`config.mk`:
```
export PLATFORM = sky130hd
export DESIGN_NAME = fpwm_timer
export DESIGN_NICKNAME = d
export VERILOG_FILES = /design/src/rtl/fpwm_pkg.sv /design/src/rtl/fpwm_prescaler.sv /design/src/rtl/fpwm_count.sv /design/src/rtl/fpwm_wavegen.sv /design/src/rtl/fpwm_timer.sv
export SDC_FILE = /design/constraint.sdc
export NUM_CORES = 1
export LEC_CHECK = 0
export CAP_MARGIN = 0
export CORE_ASPECT_RATIO = 0.6
export CORE_MARGIN = 4
export CORE_UTILIZATION = 55
export CTS_BUF_LIST = sky130_fd_sc_hd__clkbuf_8
export DETAILED_ROUTE_END_ITERATION = 6
export DONT_BUFFER_PORTS = 1
export MAX_ROUTING_LAYER = met4
export PLACE_DENSITY = 0.8
export SYNTH_ARGS = -nofsm -noshare
export SYNTH_HDL_FRONTEND = slang
export SYNTH_SLANG_ARGS = --single-unit
```
`constraint.sdc`:
```
create_clock -name clk -period 3.2 [get_ports clk]
set_input_delay 0.64 -clock clk [delete_from_list [all_inputs] [get_ports clk]]
set_output_delay 0.64 -clock clk [all_outputs]
set_load 0.02 [all_outputs]
```
`src/rtl/fpwm_pkg.sv`:
```
package fpwm_pkg;

  typedef enum logic [1:0] {
    OM_OFF    = 2'd0,
    OM_TOGGLE = 2'd1,
    OM_NONINV = 2'd2,
    OM_INV    = 2'd3
  } out_mode_e;

  // Largest divisor exponent (N = 1024)
  localparam int unsigned PRE_LOG2_MAX = 10;

  // log2 of the tick divisor for a clock-select code
  function automatic int unsigned pre_log2(input logic [2:0] sel);
    case (sel)
      3'd2:    return 3;
      3'd3:    return 6;
      3'd4:    return 8;
      3'd5:    return 10;
      default: return 0;
    endcase
  endfunction

  // A select code that actually produces ticks
  function automatic logic sel_runs(input logic [2:0] sel);
    return (sel >= 3'd1) && (sel <= 3'd5);
  endfunction

  // Next output level given the mode and the events of this clock
  function automatic logic wave_next(input out_mode_e mode, input logic cur,
                                     input logic wrap, input logic match);
    case (mode)
      OM_TOGGLE: return match ? ~cur : cur;
      OM_NONINV: return wrap ? 1'b1 : (match ? 1'b0 : cur);
      OM_INV:    return wrap ? 1'b0 : (match ? 1'b1 : cur);
      default:   return 1'b0;
    endcase
  endfunction

  // Sticky flag update: set beats clear
  function automatic logic flag_next(input logic cur, input logic set,
                                     input logic clr);
    return set ? 1'b1 : (clr ? 1'b0 : cur);
  endfunction

endpackage

```
`src/rtl/fpwm_prescaler.sv`:
```
module fpwm_prescaler #(
  parameter int unsigned PRE_W = fpwm_pkg::PRE_LOG2_MAX
) (
  input  logic       clk,
  input  logic       rst,
  input  logic [2:0] clk_sel,
  output logic       tick
);
  logic [PRE_W-1:0] pre_q;
  logic [PRE_W-1:0] mask;

  always_ff @(posedge clk) begin
    if (rst) pre_q <= '0;
    else     pre_q <= pre_q + 1'b1;
  end

  always_comb begin
    mask = PRE_W'((32'd1 << fpwm_pkg::pre_log2(clk_sel)) - 32'd1);
    tick = fpwm_pkg::sel_runs(clk_sel) && ((pre_q & mask) == mask);
  end
endmodule

```
`src/rtl/fpwm_count.sv`:
```
module fpwm_count #(
  parameter int unsigned CNT_W = 8
) (
  input  logic             clk,
  input  logic             rst,
  input  logic             tick,
  input  logic             cmp_wr,
  input  logic [CNT_W-1:0] cmp_wdata,
  output logic [CNT_W-1:0] cnt_q,
  output logic [CNT_W-1:0] ocr_buf_q,
  output logic [CNT_W-1:0] ocr_act_q,
  output logic             wrap_evt,
  output logic             match_evt
);
  localparam logic [CNT_W-1:0] CNT_TOP = '1;

  assign wrap_evt  = tick && (cnt_q == CNT_TOP);
  assign match_evt = tick && (cnt_q == ocr_act_q);

  always_ff @(posedge clk) begin
    if (rst) begin
      cnt_q     <= '0;
      ocr_buf_q <= '0;
      ocr_act_q <= '0;
    end else begin
      if (cmp_wr)   ocr_buf_q <= cmp_wdata;
      if (wrap_evt) ocr_act_q <= ocr_buf_q;
      if (tick)     cnt_q     <= wrap_evt ? '0 : cnt_q + 1'b1;
    end
  end
endmodule

```
`src/rtl/fpwm_wavegen.sv`:
```
module fpwm_wavegen (
  input  logic       clk,
  input  logic       rst,
  input  logic [1:0] out_mode,
  input  logic       wrap_evt,
  input  logic       match_evt,
  input  logic       ovf_clr,
  input  logic       match_clr,
  output logic       wave_q,
  output logic       ovf_q,
  output logic       match_q
);
  always_ff @(posedge clk) begin
    if (rst) begin
      wave_q  <= 1'b0;
      ovf_q   <= 1'b0;
      match_q <= 1'b0;
    end else begin
      wave_q  <= fpwm_pkg::wave_next(fpwm_pkg::out_mode_e'(out_mode), wave_q,
                                     wrap_evt, match_evt);
      ovf_q   <= fpwm_pkg::flag_next(ovf_q, wrap_evt, ovf_clr);
      match_q <= fpwm_pkg::flag_next(match_q, match_evt, match_clr);
    end
  end
endmodule

```
`src/rtl/fpwm_timer.sv`:
```
module fpwm_timer #(
  parameter int unsigned CNT_W = 8,
  parameter int unsigned PRE_W = fpwm_pkg::PRE_LOG2_MAX
) (
  input  logic             clk,
  input  logic             rst,
  input  logic [2:0]       clk_sel,
  input  logic [1:0]       out_mode,
  input  logic             cmp_wr,
  input  logic [CNT_W-1:0] cmp_wdata,
  input  logic             ovf_clr,
  input  logic             match_clr,
  output logic             wave_out,
  output logic             ovf_flag,
  output logic             match_flag
);
  // Named internal events, observed by the bound checker
  logic             tick;
  logic [CNT_W-1:0] cnt_q;
  logic [CNT_W-1:0] ocr_buf_q;
  logic [CNT_W-1:0] ocr_act_q;
  logic             wrap_evt;
  logic             match_evt;

  fpwm_prescaler #(.PRE_W(PRE_W)) u_pre (
    .clk     (clk),
    .rst     (rst),
    .clk_sel (clk_sel),
    .tick    (tick)
  );

  fpwm_count #(.CNT_W(CNT_W)) u_cnt (
    .clk       (clk),
    .rst       (rst),
    .tick      (tick),
    .cmp_wr    (cmp_wr),
    .cmp_wdata (cmp_wdata),
    .cnt_q     (cnt_q),
    .ocr_buf_q (ocr_buf_q),
    .ocr_act_q (ocr_act_q),
    .wrap_evt  (wrap_evt),
    .match_evt (match_evt)
  );

  fpwm_wavegen u_wave (
    .clk       (clk),
    .rst       (rst),
    .out_mode  (out_mode),
    .wrap_evt  (wrap_evt),
    .match_evt (match_evt),
    .ovf_clr   (ovf_clr),
    .match_clr (match_clr),
    .wave_q    (wave_out),
    .ovf_q     (ovf_flag),
    .match_q   (match_flag)
  );
endmodule

```
==> results.sh <==
export IMPL_worst_setup_path_type="primary input to flop"
export IMPL_fraction_of_power_consumed_by_the_clock_network=0.367
export IMPL_number_of_distinct_standard_cells_referenced_by_the_synthesized_netlist=36
export IMPL_finClkSkew_ns=0.006070
export IMPL_comb_power_share=0.061
export IMPL_power_net_switching_uw=196.7
export IMPL_max_clock_freq_mhz=368.9
export IMPL_vdd_ir_drop_worst_uv=237.5
export IMPL_cts_setup_buffers=0
export IMPL_numCtsBuffers=5
export IMPL_preCtsSetupSlack_ns=0.2535
export IMPL_clkLatencyLatePin_ns=0.29
export IMPL_worst_slack_ns=0.4895
export IMPL_grt_met3_usage=0.06162
export IMPL_design_final_nets=209
export IMPL_synthTopCellsByArea="sky130_fd_sc_hd__dfxtp_1, sky130_fd_sc_hd__mux2i_1, sky130_fd_sc_hd__xnor2_1, sky130_fd_sc_hd__nor2_1, sky130_fd_sc_hd__xor2_1"
export IMPL_area_delta_synth_final_pct=6.440
export IMPL_count_of_yosys_warnings_during_synthesis=0
export IMPL_antenna_diode_count=0
export IMPL_worst_setup_path_start_kind="primary input"
export IMPL_average_detailed_routed_wire_length_per_instance_microns=15.36
export IMPL_power_sequential_fraction=0.572
export IMPL_clk_path_buf_depth=2
export IMPL_final_setup_violating_endpoints=0
export IMPL_grt_max_degree=39
export IMPL_grt_busiest_layer="met2"
export IMPL_first_iter_violations=179
export IMPL_hold_viol=0
export IMPL_drcViolationCount=0
export IMPL_globalRouteMet2Util=0.2898
export IMPL_avgSynthCellArea_sq_um=9.247
export IMPL_vias=1331
export IMPL_min_delay_path_class="primary input to flop"
export IMPL_cts_hold_buffers_added=0
export IMPL_synth_seq_area_share=0.4284
export IMPL_end_kind="flop"
export IMPL_die_width_microns=80.39
export IMPL_yosysTopAreaCell="sky130_fd_sc_hd__dfxtp_1"
export IMPL_synth_async_reset_ratio=0
export IMPL_cts_root_buf="sky130_fd_sc_hd__clkbuf_8"
export IMPL_synth_most_common_cell="sky130_fd_sc_hd__dfxtp_1"
export IMPL_routed_wl_mm=3.549
export IMPL_slew_viol_final=0
export IMPL_die_height_microns=51.43
export IMPL_grt_use_met1=0.2368
export IMPL_crit_path_top_delay_cell="sky130_fd_sc_hd__nor4_4"
export IMPL_worst_endpoint_required_ns=3.38
export IMPL_power_share_switching=0.2347
export IMPL_drtAntennaViolNets=0
export IMPL_synth_largest_type_area_fraction=0.4284
export IMPL_rows=15
export IMPL_grt_antenna_before_repair=0
export IMPL_slew_headroom=0.5310
export IMPL_timing_critical_path_arrival_ns=2.89
export IMPL_synthesis_nets=208
export IMPL_synth_edff_count=0
export IMPL_cts_clk_slew_worst_paths_ns=0.07
export IMPL_tns_ns=0
export IMPL_critical_path_cell_chain="or2b_1 -> nand2_1 -> ha_1 -> nor2b_1 -> a221oi_2 -> o221ai_2 -> nor4_4 -> buf_4 -> mux2i_1 -> nor2_1"
export IMPL_detailed_place_hpwl_mm=2.526
export IMPL_dominantRegCellSynth="sky130_fd_sc_hd__dfxtp_1"
export IMPL_globalplace_congestion=0.9712
export IMPL_clkSinkCount=37
export IMPL_global_router_s_overall_resource_usage=0.1917
export IMPL_port_buf_inserts=0
export IMPL_maxCapViolations=0
export IMPL_internal_power_uw=641.3
export IMPL_worst_hold_slack_ns=0.4170
export IMPL_run_status="complete, no violations"
export IMPL_setup_repair_after_global_routing_missed_its_margin="no"
export IMPL_start_util=0.5868
export IMPL_boundaryPins=21
export IMPL_grt_pass1_vias=1240
export IMPL_die_area_sq_um=4134
export IMPL_mappedNetlistArea_sq_um=1729
export IMPL_cell_types_with_the_highest_counts_after_synthesis="sky130_fd_sc_hd__dfxtp_1, sky130_fd_sc_hd__nor2_1, sky130_fd_sc_hd__mux2i_1, sky130_fd_sc_hd__xnor2_1, sky130_fd_sc_hd__nand3_1"
export IMPL_grt_pass1_wl_mm=5.754
export IMPL_timing_worst_slew_pin_value_ns=0.7036
export IMPL_route_detailed_vias_per_inst=5.762
export IMPL_tritoncts="yes"
export IMPL_min_period_over_period=0.8470
export IMPL_globalRouteOverflowTotal=0
export IMPL_core_area_sq_um=2947
export IMPL_postSynthRegisterBits=37
export IMPL_crit_fanout=14
export IMPL_cellLeakagePower_nw=0.6727
export IMPL_crit_path_max_incr_delay_ns=0.36
export IMPL_cts_resized=0
export IMPL_drt_pass1_iter_count=4
export IMPL_period_minus_slack_ns=2.710
export IMPL_ctsHtreeMaxLevel=2
export IMPL_drive_above_1_share=0.07937
export IMPL_power_per_cell_area_nw_per_um2=455.3
export IMPL_synthesis_instances=187
## sequential cells by signal (all words and copies together) (netlist names)
signal           flops
u_pre.pre_q         10
u_cnt.cnt_q          8
u_cnt.ocr_act_q      8
u_cnt.ocr_buf_q      8
u_wave.match_q       1
u_wave.ovf_q         1
u_wave.wave_q        1
## final timing paths
kind / start / endpoint / slack, ns / cells past startpoint
min reg2reg: u_pre.pre_q[0] / u_pre.pre_q[0] / 0.48 / 1
max: clk_sel[1] / u_cnt.ocr_act_q[2] / 0.49 / 10
min: rst / u_wave.match_q / 0.42 / 1
max reg2reg: u_pre.pre_q[2] / u_cnt.ocr_act_q[2] / 0.97 / 7
## placed cells by master (no fill, tap or decap)
cell,Yosys,final
sky130_fd_sc_hd__a21boi_0,2,2
sky130_fd_sc_hd__a21oi_1,7,7
sky130_fd_sc_hd__a221oi_2,1,1
sky130_fd_sc_hd__a41oi_1,1,1
sky130_fd_sc_hd__and3_1,3,3
sky130_fd_sc_hd__buf_4,0,2
sky130_fd_sc_hd__clkbuf_8,0,5
sky130_fd_sc_hd__clkinv_2,0,2
sky130_fd_sc_hd__conb_1,1,1
sky130_fd_sc_hd__dfxtp_1,37,37
sky130_fd_sc_hd__ha_1,3,3
sky130_fd_sc_hd__inv_1,4,5
sky130_fd_sc_hd__mux2i_1,16,16
sky130_fd_sc_hd__nand2_1,7,7
sky130_fd_sc_hd__nand2b_1,3,3
sky130_fd_sc_hd__nand3_1,9,9
sky130_fd_sc_hd__nand4_1,3,3
sky130_fd_sc_hd__nor2_1,34,34
sky130_fd_sc_hd__nor2b_1,3,3
sky130_fd_sc_hd__nor3_1,5,5
sky130_fd_sc_hd__nor3b_1,4,4
sky130_fd_sc_hd__nor4_1,3,3
sky130_fd_sc_hd__nor4_2,1,1
sky130_fd_sc_hd__nor4_4,1,1
sky130_fd_sc_hd__nor4b_2,1,1
sky130_fd_sc_hd__nor4bb_1,1,1
sky130_fd_sc_hd__o21ai_0,2,2
sky130_fd_sc_hd__o21ba_2,1,1
sky130_fd_sc_hd__o221ai_2,1,1
sky130_fd_sc_hd__o22a_1,1,1
sky130_fd_sc_hd__o32ai_1,1,1
sky130_fd_sc_hd__or2b_1,1,1
sky130_fd_sc_hd__or3b_1,1,1
sky130_fd_sc_hd__xnor2_1,15,15
sky130_fd_sc_hd__xor2_1,6,6
## layout make-up
type / count / area (sq um)
inverters: 4 / 15.01
clock buffers: 5 / 68.82
flip-flops and latches: 37 / 740.7
multi-input cells: 138 / 934.6
clock inverters: 3 / 13.76
fillers: 251 / 1106
repair buffers: 2 / 15.01
well taps: 42 / 52.55
## worst max-delay path: cells and delay by family
family	cells	cell delay [ns]
adders and majority gates	1	0.26
buffers and inverters	1	0.28
and+or+nand+nor	5	0.86
muxes	1	0.23
AOI/OAI and AO/OA	2	0.62
## kinds of logic (layout without fill, tap and decap cells)
| group | count (synthesis) | in the layout | share of synthesized area |
|---|---|---|---|
| xor+xnor | 21 | 21 | 0.1064 |
| compound gates | 17 | 17 | 0.07308 |
| other cells | 1 | 1 | 0.002169 |
| buf+inv | 12 | 14 | 0.03111 |
| simple gates | 80 | 80 | 0.2446 |
| flops | 37 | 37 | 0.4284 |
| fa+ha+maj | 3 | 3 | 0.02171 |
| mux | 16 | 16 | 0.09262 |
## metal layers
metal / part of all wire / wire length [microns] / vias up
met4: 0.012 / 44 / 0
met1: 0.45 / 1595 / 626
met5: 0 / 0 / -
met3: 0.075 / 265 / 6
li1: - / - / 644
met2: 0.46 / 1644 / 55
## stage by stage
| stage | total power, mW | util | cells | instance area (sq um) |
|---|---|---|---|---|
| 3_5_place_dp | 0.5398 | 0.5966 | 223 | 1758 |
| 2_1_floorplan | 0.5381 | - | 187 | 1729 |
| 4_1_cts | 0.8419 | 0.6246 | 231 | 1841 |
| 6_report | 0.8380 | 0.6246 | 231 | 1841 |
| 3_3_place_gp | 0.5350 | 0.5966 | 223 | 1758 |
| 5_1_grt | 0.8724 | 0.6246 | 231 | 1841 |
## power by group through the flow
stage          Sequential [mW]  Combinational [mW]  Clock, mW
5_1_grt                  0.480              0.0572      0.335
4_1_cts                  0.479              0.0506      0.312
3_5_place_dp             0.490              0.0499          0
3_3_place_gp             0.489              0.0458          0
6_report                 0.479              0.0514      0.307
2_1_floorplan            0.487              0.0508          0
No activity file was read; power rests on OpenSTA's default activity.
